## config.mk

```make
export PLATFORM = sky130hd
export DESIGN_NAME = mdio_frame_ctrl
export DESIGN_NICKNAME = d
export VERILOG_FILES = /design/src/rtl/mdio_frame_ctrl.sv
export SDC_FILE = /design/constraint.sdc
export NUM_CORES = 1
export LEC_CHECK = 0
export ABC_AREA = 0
export BUFFER_PORTS_ARGS = -buffer_cell sky130_fd_sc_hd__buf_2
export CAP_MARGIN = 20
export CORE_MARGIN = 3
export CORE_UTILIZATION = 35
export CTS_CLUSTER_DIAMETER = 60
export DETAILED_ROUTE_END_ITERATION = 7
export SLEW_MARGIN = 20
export SYNTH_ARGS = -nofsm -noshare
export SYNTH_HDL_FRONTEND = slang
export SYNTH_SLANG_ARGS = --single-unit
```

## constraint.sdc

```tcl
create_clock -name clk -period 4.4 [get_ports clk]
set_input_delay 0.44 -clock clk [delete_from_list [all_inputs] [get_ports clk]]
set_output_delay 0.44 -clock clk [all_outputs]
set_load 0.02 [all_outputs]
```

## src/rtl/mdio_frame_ctrl.sv

```systemverilog
module mdio_frame_ctrl #(
  parameter int DIV_MIN = 8,
  parameter int PRE_LEN = 32
) (
  input  logic        clk,
  input  logic        rst_n,
  input  logic        cmd_wr,
  input  logic [31:0] cmd_wdata,
  input  logic        mgmt_en,
  input  logic [1:0]  div_sel,
  output logic [31:0] cmd_rdata,
  output logic        mdc,
  output logic        mdio_out,
  output logic        mdio_oe,
  input  logic        mdio_in,
  output logic        idle
);
  localparam int HALF_MAX = DIV_MIN * 4;
  localparam int CW       = $clog2(HALF_MAX);
  localparam int TOTAL    = PRE_LEN + 32;
  localparam int BW       = $clog2(TOTAL + 1);
  localparam int RD_REL   = PRE_LEN + 15;
  localparam int RD_CAP   = PRE_LEN + 16;

  logic [31:0]   cmd_q;
  logic          busy, mdc_q, rd_q;
  logic [1:0]    div_q;
  logic [CW-1:0] cnt;
  logic [BW-1:0] bitn;

  wire [CW-1:0] half_m1  = CW'(((DIV_MIN / 2) << div_q) - 1);
  wire          tick     = busy && (cnt == half_m1);
  wire          in_frame = bitn >= BW'(PRE_LEN);
  wire [4:0]    fidx     = 5'(bitn - BW'(PRE_LEN));
  wire          start    = cmd_wr && mgmt_en && !busy;

  always_ff @(posedge clk or negedge rst_n) begin
    if (!rst_n) begin
      cmd_q <= '0;
      busy  <= 1'b0;
      mdc_q <= 1'b0;
      rd_q  <= 1'b0;
      div_q <= '0;
      cnt   <= '0;
      bitn  <= '0;
    end else if (start) begin
      cmd_q <= cmd_wdata;
      busy  <= 1'b1;
      rd_q  <= (cmd_wdata[29:28] == 2'b10);
      div_q <= div_sel;
      cnt   <= '0;
      bitn  <= '0;
      mdc_q <= 1'b0;
    end else if (busy && !mgmt_en) begin
      busy  <= 1'b0;
      mdc_q <= 1'b0;
      cnt   <= '0;
    end else if (tick) begin
      cnt   <= '0;
      mdc_q <= !mdc_q;
      if (mdc_q) begin
        if (bitn == BW'(TOTAL - 1)) busy <= 1'b0;
        else bitn <= bitn + BW'(1);
      end else if (rd_q && bitn >= BW'(RD_CAP)) begin
        cmd_q[15:0] <= {cmd_q[14:0], mdio_in};
      end
    end else if (busy) begin
      cnt <= cnt + CW'(1);
    end
  end

  assign cmd_rdata = cmd_q;
  assign mdc       = mdc_q;
  assign idle      = !busy;
  assign mdio_oe   = busy && !(rd_q && bitn >= BW'(RD_REL));
  assign mdio_out  = busy && (!in_frame || cmd_q[5'd31 - fidx]);
endmodule

```

==> results.md <==
- Global-route wire length before repair: 10,700 µm
- P per Cell Area: 355 nW/µm²
- Clock root buffer: clkbuf_8
- Hpwl dp: between 4000 and 5000 µm
- Status: finished clean
- Cell Chain, Critical Path: mux4_2, a31oi_1, o211ai_1, and3_1, buf_2
- Buffer count from post-CTS setup fixing: 0
- CP Buf/Inv Count: 1
- Antenna cells: 0
- # resized after CTS: 0
- DRC: 0
- Slowest stage delay, CP: roughly 0.74 ns
- TritonCTS Buffers: 5
- Clk buf depth: 2
- Initial antenna violation count: 0
- Relative slew slack: roughly two fifths
- Average wire per standard cell: 15.1 µm
- RSZ-0062 raised after global routing: no
- Layout cells sized above 1: ~34%
- Worst slew pin tran: 0.910 ns
- Final min period: ~2.7 ns
- Comb pwr share: about a quarter
- FMAX: 367 MHz
- Detailed Route WL: 6310 µm
- Overall via count from detail_route: 2,183
- Post-synth cell types: 50
- CTS HTree Levels: 2
- Worst Path Max Fanout: 13
- Synth Warn #: 0
- Seq pwr share: 51.4%
- Net Sw Frac: 33.6%
- Critical Path AT: 2.28 ns
- Placed cells: roughly 410
- Final Power: ~0.0011 W
- Port Buf Inserts: 74
- Num rows: 30
- Lkg Pwr: 1.41 nW
- Crit start category: flip-flop
- MaxCap Viol Count: 0
- Iteration-0 DRC count of the detailed router: 94
- CP endpoint kind: output pin
- P&R area growth vs syn: 19.7%
- Synth Flop Type: dfrtp_1
- CTS tree: done
- Post-Syn Nets: 297
- Final hold slack: 0.133 ns
- Most frequent cells in the layout: 73 x buf_2, 67 x nand2_1, 49 x dfrtp_1, 13 x or3_1, 13 x o221a_2
- Layout net count: about 360
- Core box area: about 7000 µm²
- Post-route ant nets: 0
- Worst Hold Class: input port to async pin
- Die X: slightly above 90 µm
- Int Pwr: 0.000730 W
- Worst-path clk slew: 0.10 ns
- Clk sinks: 49
- Via density: ~5.2
- Die area: 8460 µm²
- Slowest stage cell, crit path: dfrtp_1
- Asr flop ratio synth: 100%
- Crit path max-delay family: flip-flops
- Chip Height: approximately 92 µm
- Overflow left after global routing: 0
- Switch Pwr: between 0.0003 and 0.0004 W
- Vias in the first global route: 2,115
- Tcrit/Tclk final: 61.9%
- Largest net degree at the start of global routing: 50
- IO Count: 75
- Part of the Yosys area used for sequential elements: 47.4%
- Final setup viols: 0
- Clock power frac: 24.9%
- Clk_lat worst skew: between 0.3 and 0.4 ns
- Syn Inst Count: 256
- Starting Density: 37.1%
- Setup TNS: 0 ns
- Routability cong.: 0.767
- Commonest non-fill, non-tap cell in the layout: buf_2
- Worst vdd ir: 183 µV
- Fin cells: around 420
- Slew Viols, Final: 0
- 1st-pass router iterations: 4
- Final Hold Fails: 0
- Critical path type: flip-flop to output pin
- Count of state elements after synthesis: 49
- Req. time, crit path: 3.96 ns
- Post-synth EDFFs: 0
- Total GRT Usage: between 10% and 20%
- Post-synth design cell area: approximately 2600 µm²
- Clock Skews: 0.00825 ns
- Avg Cell Area, Syn: 10.1 µm²
- Number of hold buffers added after cts: 0
-- power by group through the flow --
stage               registers [W]  clock network [W]  logic, W
floorplan                0.000620                  0  0.000108
global placement         0.000578                  0  0.000261
detailed placement       0.000576                  0  0.000265
CTS                      0.000567           0.000285  0.000265
global route             0.000578           0.000301  0.000286
finish                   0.000565           0.000274  0.000261
-- through the flow --
step | worst slack [ns] | cell area [µm²] | util, %
4_1_cts | 1.63 | 3100 | 44.4
3_3_place_gp | 2.03 | 3000 | 43.0
2_1_floorplan | 2.30 | 2590 | -
3_5_place_dp | 1.98 | 3010 | 43.1
5_1_grt | 1.50 | 3100 | 44.4
6_report | 1.68 | 3100 | 44.4
-- sequential cells by signal, indices dropped and copies added, names as in the netlist --
name and count:
bitn 7, mdc 1, cmd_rdata 32, cnt 5
busy 1, rd_q 1, div_q 2
-- Yosys cell counts (2+ instances only) --
cell / number / area share [%]
a21oi_1: 6 / 1.2
a22o_1: 3 / 1.0
a31oi_1: 2 / 0.48
and3_1: 2 / 0.48
buf_2: 2 / 0.39
buf_4: 3 / 0.87
clkbuf_1: 10 / 1.5
dfrtp_1: 49 / 47
ha_1: 2 / 0.97
inv_1: 3 / 0.44
mux2i_1: 3 / 1.2
mux4_2: 8 / 7.0
nand2_1: 67 / 9.7
nand2b_1: 2 / 0.48
nand3_1: 7 / 1.4
nand3b_1: 3 / 0.87
nand4_1: 2 / 0.48
nor2_1: 10 / 1.5
nor3_1: 4 / 0.77
nor3b_1: 2 / 0.58
o211ai_1: 3 / 0.87
o21ai_0: 8 / 1.5
o221a_2: 13 / 5.7
o31ai_1: 2 / 0.58
or3_1: 13 / 3.1
or4_1: 2 / 0.58
xnor2_1: 2 / 0.68
-- cell type report --
cell class,count,area [µm²]
clock inverter,3,21.3
multi-input combinational,188,1270
timing repair buffer,75,380
tap,96,120
sequential,49,1230
fill,715,3880
inverter,3,11.3
clock buffer,5,68.8
-- per-layer routing --
layer  share of wire [%]  wire length (µm)  up-vias  GRT usage (%)
li1                    -                 -     1072              -
met1                  46              2890     1040           21.7
met2                  46              2930       63           24.8
met3                 6.3               397        8           3.36
met4                 1.6                98        0           5.57
met5                   0                 0        -              0
-- cells by family (layout without fill, tap and decap cells) --
| logic type | after synthesis | count (layout) | synth area share (%) |
|---|---|---|---|
| mux | 12 | 12 | 8.56 |
| simple gates | 122 | 122 | 22.6 |
| fa+ha+maj | 2 | 2 | 0.967 |
| compound gates | 50 | 50 | 16.2 |
| buf+inv | 19 | 86 | 3.58 |
| xor+xnor | 2 | 2 | 0.677 |
| flops | 49 | 49 | 47.4 |
-- final timing paths --
path	startpoint	endpoint	slack [ns]	cells past startpoint
min reg2reg	cmd_rdata[17]$_DFFE_PN0N_	cmd_rdata[17]$_DFFE_PN0N_	0.51	2
min in group clk	cmd_wdata[21]	cmd_rdata[21]$_DFFE_PN0N_	0.31	3
min	rst_n	cmd_rdata[9]$_DFFE_PN0P_	0.13	1
max in group asynchronous	rst_n	cmd_rdata[17]$_DFFE_PN0N_	3.84	1
max	bitn[0]$_DFFE_PN0P_	mdio_out	1.68	5
max reg2reg	bitn[0]$_DFFE_PN0P_	bitn[4]$_DFFE_PN0P_	2.08	6
No activity file was read; power rests on OpenSTA's default activity.
